File: src/rtl/affine_ag_pkg.sv
package affine_ag_pkg;

    // limit a requested level count to the number of built levels
    function automatic int unsigned ag_clamp(input int unsigned raw, input int unsigned lim);
        return (raw > lim) ? lim : raw;
    endfunction

endpackage

File: src/rtl/affine_dim_counter.sv
module affine_dim_counter #(
    parameter int unsigned CW = 16
) (
    input  logic          clk,
    input  logic          rst_n,
    input  logic          act,
    input  logic          adv,
    input  logic [CW-1:0] rng,
    output logic [CW-1:0] idx,
    output logic          last
);
    typedef struct packed {
        logic [CW-1:0] idx;
    } cnt_t;

    cnt_t cnt_d, cnt_q;
    logic at_end;

    // count 0 or 1 both end after index 0
    assign at_end = ({1'b0, cnt_q.idx} + (CW+1)'(1)) >= {1'b0, rng};
    assign last   = !act || at_end;
    assign idx    = cnt_q.idx;

    always_comb begin
        cnt_d = cnt_q;
        if (!act) begin
            cnt_d.idx = '0;
        end else if (adv) begin
            cnt_d.idx = at_end ? '0 : cnt_q.idx + CW'(1);
        end
    end

    always_ff @(posedge clk) begin
        if (!rst_n) begin
            cnt_q <= '0;
        end else begin
            cnt_q <= cnt_d;
        end
    end


    idx_in_range_chk: assert property (@(posedge clk) disable iff (!rst_n)
        (act && rng != '0) |-> (cnt_q.idx < rng));


    idx_hold_chk: assert property (@(posedge clk) disable iff (!rst_n)
        (act && !adv) |=> $stable(cnt_q.idx));

endmodule

File: src/rtl/affine_addr_sum.sv
module affine_addr_sum #(
    parameter int unsigned NDIM = 4,
    parameter int unsigned AW   = 16,
    parameter int unsigned CW   = 16
) (
    input  logic [AW-1:0]      base,
    input  logic [NDIM*CW-1:0] idx_flat,
    input  logic [NDIM*AW-1:0] stride_flat,
    input  logic [NDIM-1:0]    act,
    output logic [AW-1:0]      addr
);
    logic [NDIM-1:0][AW-1:0] term;

    for (genvar g = 0; g < NDIM; g++) begin : g_term
        logic [AW-1:0] idx_w;
        assign idx_w   = AW'(idx_flat[g*CW +: CW]);
        assign term[g] = act[g] ? (idx_w * stride_flat[g*AW +: AW]) : '0;
    end

    always_comb begin
        addr = base;
        for (int i = 0; i < int'(NDIM); i++) begin
            addr = addr + term[i];
        end
    end

endmodule

File: src/rtl/affine_addr_gen.sv
module affine_addr_gen #(
    parameter int unsigned NDIM = 4,
    parameter int unsigned AW   = 16,
    parameter int unsigned CW   = 16,
    localparam int unsigned DW  = $clog2(NDIM + 1)
) (
    input  logic               clk,
    input  logic               rst_n,
    input  logic [DW-1:0]      cfg_dims,
    input  logic [AW-1:0]      cfg_start,
    input  logic [NDIM*CW-1:0] cfg_range,
    input  logic [NDIM*AW-1:0] cfg_stride,
    input  logic               step,
    input  logic               stall,
    output logic [AW-1:0]      addr_o,
    output logic               active_o
);
    import affine_ag_pkg::*;

    typedef struct packed {
        logic [AW-1:0] addr;
        logic          active;
    } out_t;

    out_t              out_d, out_q;
    int unsigned       eff_dims;
    logic              fire;
    logic              wrap_all;
    logic [NDIM-1:0]   dim_act;
    logic [NDIM-1:0]   dim_adv;
    logic [NDIM-1:0]   dim_last;
    logic [NDIM*CW-1:0] idx_flat;
    logic [AW-1:0]     cur_addr;

    assign eff_dims = ag_clamp(int'(cfg_dims), NDIM);
    assign fire     = step && !stall;
    assign wrap_all = &dim_last;

    for (genvar g = 0; g < NDIM; g++) begin : g_dim
        assign dim_act[g] = (32'(g) < eff_dims);
        if (g == 0) begin : g_first
            assign dim_adv[g] = fire;
        end else begin : g_rest
            assign dim_adv[g] = dim_adv[g-1] && dim_last[g-1];
        end

        affine_dim_counter #(.CW(CW)) u_cnt (
            .clk   (clk),
            .rst_n (rst_n),
            .act   (dim_act[g]),
            .adv   (dim_adv[g]),
            .rng   (cfg_range[g*CW +: CW]),
            .idx   (idx_flat[g*CW +: CW]),
            .last  (dim_last[g])
        );
    end

    affine_addr_sum #(.NDIM(NDIM), .AW(AW), .CW(CW)) u_sum (
        .base        (cfg_start),
        .idx_flat    (idx_flat),
        .stride_flat (cfg_stride),
        .act         (dim_act),
        .addr        (cur_addr)
    );

    always_comb begin
        out_d        = out_q;
        out_d.active = fire;
        if (fire) begin
            out_d.addr = cur_addr;
        end
    end

    always_ff @(posedge clk) begin
        if (!rst_n) begin
            out_q <= '0;
        end else begin
            out_q <= out_d;
        end
    end

    assign addr_o   = out_q.addr;
    assign active_o = out_q.active;


    addr_capture_chk: assert property (@(posedge clk) disable iff (!rst_n)
        fire |=> (addr_o == $past(cur_addr)));


    active_source_chk: assert property (@(posedge clk) disable iff (!rst_n)
        active_o |-> $past(step && !stall));


    restart_chk: assert property (@(posedge clk) disable iff (!rst_n)
        (fire && wrap_all) |=> (idx_flat == '0));


    out_hold_chk: assert property (@(posedge clk) disable iff (!rst_n)
        !fire |=> ($stable(addr_o) && !active_o));

endmodule

File: config.mk
export PLATFORM = sky130hd
export DESIGN_NAME = affine_addr_gen
export DESIGN_NICKNAME = d
export VERILOG_FILES = /design/src/rtl/affine_ag_pkg.sv /design/src/rtl/affine_dim_counter.sv /design/src/rtl/affine_addr_sum.sv /design/src/rtl/affine_addr_gen.sv
export SDC_FILE = /design/constraint.sdc
export NUM_CORES = 2
export LEC_CHECK = 0
export ABC_AREA = 1
export BUFFER_PORTS_ARGS = -buffer_cell sky130_fd_sc_hd__clkbuf_2
export CAP_MARGIN = 20
export CORE_ASPECT_RATIO = 1.5
export CORE_MARGIN = 5
export CORE_UTILIZATION = 69
export DETAILED_ROUTE_END_ITERATION = 10
export PLACE_DENSITY = 0.88
export RECOVER_POWER = 50
export SLEW_MARGIN = 5
export SYNTH_ARGS = -nofsm -noshare
export SYNTH_HDL_FRONTEND = slang
export SYNTH_HIERARCHICAL = 1
export SYNTH_SLANG_ARGS = --single-unit
File: constraint.sdc
create_clock -name clk -period 13.1 [get_ports clk]
set_clock_uncertainty 0.2 [all_clocks]
set_input_delay 1.31 -clock clk [delete_from_list [all_inputs] [get_ports clk]]
set_output_delay 1.31 -clock clk [all_outputs]
set_load 0.01 [all_outputs]
==> flow_summary.json <==
{
  "grt_pass1_wl_mm": 109,
  "totalNegativeSetupSlack_ns": 0,
  "slowest_stage": "fa_1",
  "antenna_found_initial": 1,
  "cts.sinks": 81,
  "postCtsSetupRepairBufs": 0,
  "clock_path_buffers": 2,
  "via_per_inst": 5.32,
  "place_hpwl_mm": 52.2,
  "route.detailed.wl_per_inst_um": 14.4,
  "max_stage_delay_ns": 0.55,
  "h-tree-depth": 3,
  "drt_iter0_markers": 1752,
  "vdd_drop_max_mv": 0.0602,
  "clkLatencyLatePin_ns": 0.37,
  "cts_resized": 0,
  "netlist_area_mm2": 0.0261,
  "synthesis.nets": 4724,
  "finalHoldViolations": 0,
  "initial_core_util": 0.695,
  "grt_remaining_overflow": 0,
  "setup_viol": 0,
  "grtUsageMet1": 0.366,
  "clock_tree.root_cell": "clkbuf_16",
  "wl_mm": 64.6,
  "cts_tree": "done",
  "drc": 0,
  "critPathKind": "in2reg",
  "startpoint_type": "input port",
  "yosys_warnings": 6,
  "grt_pass1_vias": 24100,
  "grt_use_met2": 0.560,
  "relSlewSlack": 0.106,
  "end_kind": "flop",
  "period_minus_slack_ns": 9.58,
  "grt_setup_unrepaired": "false",
  "nets": 4796,
  "fp.dieH_um": 248,
  "top_usage_layer": "met2",
  "cpMostUsedCell": "inv_1",
  "p_leak_nw": 17.1,
  "postRouteAntennaNets": 0,
  "final_layout_size_suffix_gt1_frac": 0.0582,
  "cts_buffers": 9,
  "gr-usage-all-layers": 0.315,
  "tightest_slew_ns": 1.34,
  "fin_util": 0.730,
  "clk_pin_slew_worst_paths_ns": 0.07,
  "holdBufCountCts": 0,
  "area_delta_synth_final_pct": 4.95,
  "grt_max_degree": 31,
  "hold_class": "reg2reg",
  "cp_data_required_time_ns": 13.17,
  "finalCritPeriodShare": 0.731,
  "p_total_mw": 0.757,
  "gp_congestion": 0.962,
  "maxClockFrequency_mhz": 104,
  "row_count": 87,
  "syn_inst": 3929,
  "drv_slew": 0,
  "dieArea_mm2": 0.0419,
  "path_max_fanout": 15,
  "dp_slack_ns": 3.22,
  "dr.pass1.iters": 8,
  "crit_arrival_ns": 9.64,
  "rrSetupSlack_ns": 3.84,
  "status": "complete, no violations",
  "place_area_mm2": 0.0271,
  "core_area_mm2": 0.0376,
  "finalInstanceArea_mm2": 0.0274,
  "io_pins": 168,
  "power.density_mw_per_mm2": 27.6,
  "syn_avg_cell_area_um2": 6.65,
  "use_met3": 0.0449,
  "fin_ws_ns": 3.52,
  "cap_violations": 0,
  "fill_cells": 3108,
  "dieWidth_um": 169,
  "vias": 23900,
  "port_buffers": 167
}
## cell type report
class | count | area, µm² | share of cell area
clock buffer | 9 | 225 | 0.00822
inverter | 1128 | 4230 | 0.154
clock inverter | 7 | 143 | 0.00520
sequential | 81 | 1620 | 0.0592
timing repair buffer | 179 | 902 | 0.0329
antenna | 1 | 2.50 | 0.0000913
tap | 489 | 612 | 0.0223
multi-input combinational | 2602 | 19700 | 0.718
## state kept, by name, indices dropped and copies added (netlist names)
register / cells
addr_o: 16
active_o: 1
g_dim.u_cnt/idx: 64
## worst max-delay path, delay by kind of cell
| family | cells | cell delay (ns) |
|---|---|---|
| AND/OR/NAND/NOR | 12 | 1.07 |
| XOR/XNOR | 1 | 0.33 |
| adder cells (fa/ha/maj) | 11 | 5.24 |
| AO/OA/AOI/OAI | 5 | 0.81 |
| buffers and inverters | 12 | 0.88 |
## metal layers
metal	wire length, µm	part of all wire	up-vias
li1	-	-	11600
met4	3640	0.056	0
met3	4660	0.072	240
met2	32400	0.50	927
met5	0	0	-
met1	23900	0.37	11100
## per-stage QoR
stage                     hold slack, ns  std cells
after global placement             0.269       4479
final                              0.287       4496
after detailed placement           0.276       4479
after floorplan                    0.284       3929
after CTS                          0.289       4495
after global routing               0.308       4495
## worst paths after layout
check | startpoint | cells after the start | to
setup reg to reg | g_dim[0].u_cnt/idx[3] | 38 | addr_o[15]
setup / recovery | cfg_stride[1] | 41 | addr_o[15]
hold / removal | addr_o[12] | 2 | addr_o[12]
hold reg to reg | addr_o[12] | 2 | addr_o[12]
## where the power goes
group | switching [mW] | total, mW | internal (mW)
Sequential | 0.00355 | 0.254 | 0.250
Clock | 0.113 | 0.318 | 0.206
Combinational | 0.122 | 0.185 | 0.0629
Total | 0.239 | 0.757 | 0.519
## cell usage in the layout, fill, tap and decap left out, types with 2 or more instances in the layout
| cell type | instances |
|---|---|
| nor2_4 | 5 |
| o31ai_1 | 3 |
| a21oi_1 | 148 |
| clkinv_1 | 2 |
| clkbuf_1 | 19 |
| o21a_1 | 6 |
| ha_1 | 280 |
| nand4_1 | 28 |
| nand3_2 | 8 |
| inv_2 | 9 |
| o2111ai_1 | 2 |
| inv_1 | 1117 |
| xnor2_1 | 22 |
| clkbuf_2 | 148 |
| o21ai_1 | 4 |
| o221ai_1 | 2 |
| bufinv_16 | 4 |
| clkbuf_16 | 9 |
| xor2_1 | 60 |
| a21o_1 | 6 |
| xnor2_2 | 2 |
| o21bai_1 | 14 |
| dfxtp_1 | 81 |
| buf_4 | 12 |
| nor2_2 | 5 |
| or2_1 | 2 |
| nand3_1 | 179 |
| clkinv_4 | 2 |
| nand2_4 | 9 |
| nand2_2 | 18 |
| a211oi_1 | 3 |
| fa_1 | 364 |
| nand3b_1 | 26 |
| nor3_1 | 12 |
| o21ai_0 | 55 |
| a31oi_1 | 8 |
| nor2_1 | 227 |
| nand2_1 | 1097 |
(Power assumes the default switching activity.)
